$ cat src/rtl/wsmac_pkg.sv
package wsmac_pkg;
    typedef enum logic [1:0] {
        OP_MUL  = 2'd0,
        OP_MADD = 2'd1,
        OP_MSUB = 2'd2,
        OP_NONE = 2'd3
    } op_e;

    typedef enum logic [2:0] {
        S_IDLE,
        S_FETCH,
        S_CALC,
        S_TAIL,
        S_FIN
    } state_e;
endpackage

$ cat src/rtl/wsmac_mem.sv
module wsmac_mem #(
    parameter int W  = 16,
    parameter int AW = 8
) (
    input  logic          clk,
    input  logic [AW-1:0] ra_addr,
    output logic [W-1:0]  ra_data,
    input  logic [AW-1:0] rb_addr,
    output logic [W-1:0]  rb_data,
    input  logic          we,
    input  logic [AW-1:0] wa,
    input  logic [W-1:0]  wd
);
    localparam int DEPTH = 1 << AW;

    logic [W-1:0] store [DEPTH];

    always_ff @(posedge clk) begin
        if (we) store[wa] <= wd;
        ra_data <= store[ra_addr];
        rb_data <= store[rb_addr];
    end
endmodule

$ cat src/rtl/wsmac_step.sv
module wsmac_step
    import wsmac_pkg::*;
#(
    parameter int W = 16
) (
    input  op_e          op,
    input  logic [W-1:0] in_word,
    input  logic [W-1:0] out_word,
    input  logic [W-1:0] k,
    input  logic [W-1:0] carry_in,
    output logic [W-1:0] res_word,
    output logic [W-1:0] carry_next
);
    localparam int PW = 2 * W;

    logic [PW-1:0] prod;
    logic [W:0]    acc;
    logic          extra;

    always_comb begin
        prod  = PW'(in_word) * PW'(k) + PW'(carry_in);
        acc   = '0;
        extra = 1'b0;
        unique case (op)
            OP_MADD: begin
                acc   = {1'b0, out_word} + {1'b0, prod[W-1:0]};
                extra = acc[W];
            end
            OP_MSUB: begin
                acc   = {1'b0, out_word} - {1'b0, prod[W-1:0]};
                extra = acc[W];
            end
            default: begin
                acc   = {1'b0, prod[W-1:0]};
                extra = 1'b0;
            end
        endcase
        res_word   = acc[W-1:0];
        carry_next = prod[PW-1:W] + W'(extra);
    end
endmodule

$ cat src/rtl/wsmac_engine.sv
module wsmac_engine
    import wsmac_pkg::*;
#(
    parameter int W  = 16,
    parameter int AW = 8,
    parameter int LW = 16
) (
    input  logic          clk,
    input  logic          rst_n,
    input  logic          start,
    input  logic [1:0]    op,
    input  logic [LW-1:0] len_m1,
    input  logic [W-1:0]  k,
    input  logic [AW-1:0] src_base,
    input  logic [AW-1:0] dst_base,
    output logic          busy,
    output logic          done,
    output logic [W-1:0]  carry_out,
    input  logic          host_we,
    input  logic [AW-1:0] host_addr,
    input  logic [W-1:0]  host_wdata,
    output logic [W-1:0]  host_rdata
);
    state_e        state_q, state_d;
    op_e           op_q;
    logic [W-1:0]  k_q, carry_q, cout_q;
    logic [LW-1:0] len_q, idx_q;
    logic [AW-1:0] sbase_q, dbase_q;

    logic          start_ok, last_word;
    logic [AW-1:0] ra_addr, rb_addr, mem_wa;
    logic [W-1:0]  ra_data, rb_data, mem_wd;
    logic          eng_we, mem_we;
    logic [W-1:0]  step_res, step_carry;

    assign start_ok  = start && (op_e'(op) != OP_NONE);
    assign last_word = (idx_q == len_q);

    // State register
    always_ff @(posedge clk) begin
        if (!rst_n) state_q <= S_IDLE;
        else        state_q <= state_d;
    end

    // Transitions
    always_comb begin
        state_d = state_q;
        unique case (state_q)
            S_IDLE:  if (start_ok) state_d = S_FETCH;
            S_FETCH: state_d = S_CALC;
            S_CALC: begin
                if (!last_word)         state_d = S_FETCH;
                else if (op_q == OP_MUL) state_d = S_TAIL;
                else                     state_d = S_FIN;
            end
            S_TAIL:  state_d = S_FIN;
            S_FIN:   state_d = S_IDLE;
            default: state_d = S_IDLE;
        endcase
    end

    // Operation context and step registers
    always_ff @(posedge clk) begin
        if (!rst_n) begin
            op_q    <= OP_MUL;
            k_q     <= '0;
            len_q   <= '0;
            sbase_q <= '0;
            dbase_q <= '0;
            idx_q   <= '0;
            carry_q <= '0;
            cout_q  <= '0;
        end else begin
            unique case (state_q)
                S_IDLE: begin
                    if (start_ok) begin
                        op_q    <= op_e'(op);
                        k_q     <= k;
                        len_q   <= len_m1;
                        sbase_q <= src_base;
                        dbase_q <= dst_base;
                        idx_q   <= '0;
                        carry_q <= '0;
                    end
                end
                S_CALC: begin
                    carry_q <= step_carry;
                    if (!last_word || op_q == OP_MUL) idx_q <= idx_q + 1'b1;
                    if (last_word) cout_q <= step_carry;
                end
                default: ;
            endcase
        end
    end

    // Outputs and memory steering
    always_comb begin
        busy       = (state_q != S_IDLE);
        done       = (state_q == S_FIN);
        carry_out  = cout_q;
        host_rdata = ra_data;
        ra_addr    = busy ? sbase_q + idx_q[AW-1:0] : host_addr;
        rb_addr    = dbase_q + idx_q[AW-1:0];
        eng_we     = (state_q == S_CALC) || (state_q == S_TAIL);
        mem_we     = eng_we || (host_we && !busy);
        mem_wa     = eng_we ? dbase_q + idx_q[AW-1:0] : host_addr;
        mem_wd     = (state_q == S_TAIL) ? carry_q
                   : (state_q == S_CALC) ? step_res : host_wdata;
    end

    wsmac_step #(.W(W)) step_i (
        .op         (op_q),
        .in_word    (ra_data),
        .out_word   (rb_data),
        .k          (k_q),
        .carry_in   (carry_q),
        .res_word   (step_res),
        .carry_next (step_carry)
    );

    wsmac_mem #(.W(W), .AW(AW)) mem_i (
        .clk     (clk),
        .ra_addr (ra_addr),
        .ra_data (ra_data),
        .rb_addr (rb_addr),
        .rb_data (rb_data),
        .we      (mem_we),
        .wa      (mem_wa),
        .wd      (mem_wd)
    );


    done_single_pulse_chk: assert property (@(posedge clk) disable iff (!rst_n)
        done |=> !done);


    done_after_write_chk: assert property (@(posedge clk) disable iff (!rst_n)
        done |-> $past(mem_we));


    start_ignored_busy_chk: assert property (@(posedge clk) disable iff (!rst_n)
        (busy && start) |=> ($stable(k_q) && $stable(len_q) && $stable(op_q)));


    idx_in_range_chk: assert property (@(posedge clk) disable iff (!rst_n)
        (state_q == S_FETCH) |-> (idx_q <= len_q));
endmodule

$ cat config.mk
export PLATFORM = sky130hd
export DESIGN_NAME = wsmac_engine
export DESIGN_NICKNAME = d
export VERILOG_FILES = /design/src/rtl/wsmac_pkg.sv /design/src/rtl/wsmac_mem.sv /design/src/rtl/wsmac_step.sv /design/src/rtl/wsmac_engine.sv
export SDC_FILE = /design/constraint.sdc
export NUM_CORES = 2
export LEC_CHECK = 0
export BUFFER_PORTS_ARGS = -buffer_cell sky130_fd_sc_hd__buf_2
export CAP_MARGIN = 20
export CELL_PAD_IN_SITES_DETAIL_PLACEMENT = 0
export CELL_PAD_IN_SITES_GLOBAL_PLACEMENT = 1
export CORE_AREA = 2 2 774 776
export CTS_BUF_LIST = sky130_fd_sc_hd__clkbuf_8
export DETAILED_ROUTE_END_ITERATION = 10
export DIE_AREA = 0 0 776 778
export PLACE_DENSITY = 0.52
export SYNTH_ARGS = -nofsm -noshare
export SYNTH_HDL_FRONTEND = slang
export SYNTH_HIERARCHICAL = 1
export SYNTH_SLANG_ARGS = --single-unit
$ cat constraint.sdc
create_clock -name clk -period 37.2 [get_ports clk]
set_input_delay 5.58 -clock clk [delete_from_list [all_inputs] [get_ports clk]]
set_output_delay 5.58 -clock clk [all_outputs]
set_load 0.01 [all_outputs]
==> metrics.txt <==
outcome=finished clean; Hold Buf Count CTS=0; clk_lat worst skew=~1.3 ns; CTS max path bufs=4; internal power=roughly 8.4 mW; I/O pin count=112; met3 wire len=a little under 70000 µm; routed via count=131000; met2 wire len=~390000 µm; CP startpoint kind=input port; Max Cap Viol=0; crit path time final=around 11 ns; register share of total power=0.436; Worst-Margin Slew=~1.5 ns; Die W=776 µm; Reg2Reg Setup Slack=26.26 ns; fin nets=~13000; maximum VDD drop=about 0.000051 V; adder-cell area share of the yosys netlist=0.0301; Hold/Removal Path Class=register to register; leading cell type in the layout, fill and taps excluded=edfxtp_1; DR top layer=met5; Setup TNS Final=0 ns; largest family of logic cells by synthesized area=multiplexers; # fillers=roughly 54000; Avg Inst Size Synth=~17 µm²; H-tree Lvls=6; most frequent cells in the layout=edfxtp_1, mux4_2, mux2i_1; Final Hold Viols=0; post-cts resize count=0; min-delay src=dbase_q[6]; unique cell type count in the Yosys netlist=97; initial drt markers=between 15000 and 20000; Clk pwr share=0.337; post-synthesis compound-gate area fraction=0.0602; Initial Utilization=0.349; hold depth=2; Hold Path Sink=dbase_q[6]; Power per Cell Area=between 50 and 60 mW/mm²; post-synthesis xor/xnor area fraction=0.00315; worst path required time=roughly 38 ns; first-pass GRT wire length=around 1100000 µm; post-synthesis mux area share=0.234; clock sink count=4229; port buffer count=between 100 and 150; crit path capture type=register; simple-gate share of the synthesized area=0.0386; critical path class=input port to register; Met1 Wirelength=about 330000 µm; Syn Std Cell Area=~0.21 mm²; hold_ws=about 0.46 ns; Crit Reg-Reg Startpoint=mem_i/ra_data[5]; Placer Congestion=a little under 0.9; crit path DAT=roughly 13 ns; post-CTS setup buffer count=0; Clock transition at path regs=0.06 ns; Leakage=approximately 74 nW; Reg2Reg Depth=30; number of synthesis warnings=6; NetSw=3.97 mW; initial antenna violation count=81; grt total ovfl=0; Async S/R FF share, synth=0; DRT Wirelength=approximately 830000 µm; row cnt=284; dominant synthesized flop cell=edfxtp_1; post-DR wirelength/cell=around 39 µm; Final ANT Viol Nets=0; vias in the first global route=approximately 130k; DIE AREA=roughly 0.60 mm²; core area=around 0.6 mm²; RSZ-0062 raised after global routing=no; crit share post-route=0.306; switching share of power=0.322; drt pass-1 iters=8; Die Span Y=~800 µm; Setup-failing EPs final=0; post-DP HPWL=516000 µm; combinational power share=0.227; CTS Buf Count=between 700 and 800; largest net degree at the start of global routing=185; clk root buf=clkbuf_8; Seq/Total Area, Yosys=0.604; TritonCTS clock tree=done; Tot GR Track Use=0.267; Rel. slew slack=0.00315; Syn Inst Count=12100; Max Fclk=0.0879 GHz; Pins Over Slew Limit=0; DRC=0; post-DR vias/cell=6.20; CP Max Fanout=between 70 and 80; area grow syn2layout=12.7%; share of layout cells above drive strength 1=0.281; Layout Skew=between 0.09 and 0.1 ns; register bit total from synthesis=roughly 4200; R2R Path End=mem_i/store[64][15]; number of nets produced by synthesis=12600; Post-synth EDFFs=between 4000 and 5000
[power groups by stage]
stage | clock [mW] | sequential, mW | combinational, mW
6_report | 4.16 | 5.38 | 2.80
5_1_grt | 4.45 | 5.38 | 2.97
4_1_cts | 4.25 | 5.38 | 2.79
3_5_place_dp | 0 | 5.48 | 2.78
3_3_place_gp | 0 | 5.48 | 2.76
2_1_floorplan | 0 | 5.52 | 1.73
[how the worst max path moves through the flow]
| stage | startpoint | slack (ns) | to |
|---|---|---|---|
| floorplan | mem_i/ra_data[6] | 18.77 | mem_i/store[0][15] |
| global placement | host_addr[1] | 23.80 | mem_i/ra_data[7] |
| detailed placement | host_addr[1] | 24.54 | mem_i/ra_data[7] |
| CTS | host_addr[1] | 25.92 | mem_i/ra_data[7] |
| global route | host_addr[1] | 25.73 | mem_i/ra_data[7] |
| finish | host_addr[1] | 25.83 | mem_i/ra_data[7] |
[layer usage]
metal  global-route usage  up-vias
met4                0.119       28
met1                0.355    70800
met2                0.426     6973
li1                     -    51600
met3               0.0521     1431
met5                    0        -
[cell type report]
cell class	instances	area [µm²]	area share
sequential	4229	126000	0.536
multi-input combinational	6658	78200	0.334
clock buffer	768	10600	0.0451
tap	7865	9840	0.0420
timing repair buffer	677	5420	0.0231
clock inverter	570	3370	0.0144
inverter	303	1160	0.00495
antenna	46	115	0.000491
[critical path, cell delays in order]
cell	delay [ns]
buf_2	0.10
nor2_1	0.06
a21oi_4	0.66
buf_4	0.77
buf_12	0.47
buf_4	0.65
buf_4	0.85
mux4_2	0.42
a22o_1	0.25
a221oi_1	0.60
o22ai_1	0.19
nor3_2	0.80
nor2_1	0.52
and3_1	0.29
[logic make-up after synthesis]
| family | after synthesis |
|---|---|
| AO/OA/AOI/OAI | 1755 |
| XOR/XNOR | 74 |
| adder cells (fa/ha/maj) | 372 |
| buffers and inverters | 1252 |
| flip-flops | 4229 |
| multiplexers | 2749 |
| AND/OR/NAND/NOR | 1708 |
[metrics by stage]
step	setup WS [ns]	power (mW)	instances	util	area, µm²
5_1_grt	25.73	12.8	21100	0.393	234000
3_5_place_dp	24.54	8.26	19700	0.369	220000
4_1_cts	25.92	12.4	21100	0.393	234000
2_1_floorplan	18.77	7.25	12100	-	208000
6_report	25.83	12.3	21100	0.393	234000
3_3_place_gp	23.80	8.24	19700	0.368	220000
[state kept, by name (all words and copies together) (netlist names)]
| signal | cells |
|---|---|
| idx_q | 16 |
| mem_i/rb_data | 16 |
| dbase_q | 8 |
| len_q | 16 |
| op_q | 2 |
| carry_out | 16 |
| state_q | 3 |
| carry_q | 16 |
| mem_i/store | 4096 |
| k_q | 16 |
| sbase_q | 8 |
| mem_i/ra_data | 16 |
[synth_stat cells (10+ instances only)]
cell / n / area [µm²]
ha_1: 158 / 1980
clkbuf_1: 462 / 1730
a31oi_1: 10 / 62.6
nand2_1: 582 / 2180
buf_4: 103 / 773
a2111oi_0: 39 / 342
a211oi_1: 30 / 225
a21oi_1: 351 / 1760
o31ai_1: 38 / 285
nand4_1: 38 / 238
nor3_1: 206 / 1030
edfxtp_1: 4096 / 123000
inv_1: 298 / 1120
a22oi_1: 120 / 901
buf_8: 15 / 225
and3_1: 29 / 181
o22ai_1: 282 / 1760
dfxtp_1: 133 / 2660
nor2_1: 423 / 1590
buf_2: 163 / 816
mux2i_1: 1053 / 10500
and4_1: 17 / 149
a21o_1: 15 / 113
fa_1: 214 / 4280
buf_6: 93 / 1050
a211o_1: 27 / 236
xor2_1: 34 / 298
o211ai_1: 67 / 503
nor4_1: 47 / 294
and2_1: 127 / 795
xnor2_1: 39 / 342
a22o_1: 56 / 490
buf_1: 107 / 402
o311ai_0: 22 / 193
nand3_1: 116 / 581
o21ai_0: 124 / 621
o21bai_1: 20 / 150
nand2b_1: 23 / 144
nor2b_1: 26 / 163
mux4_2: 1688 / 38000
a221oi_1: 54 / 473
o221ai_1: 422 / 3700
o21a_1: 15 / 113
Power figures use the tool's default switching activity.
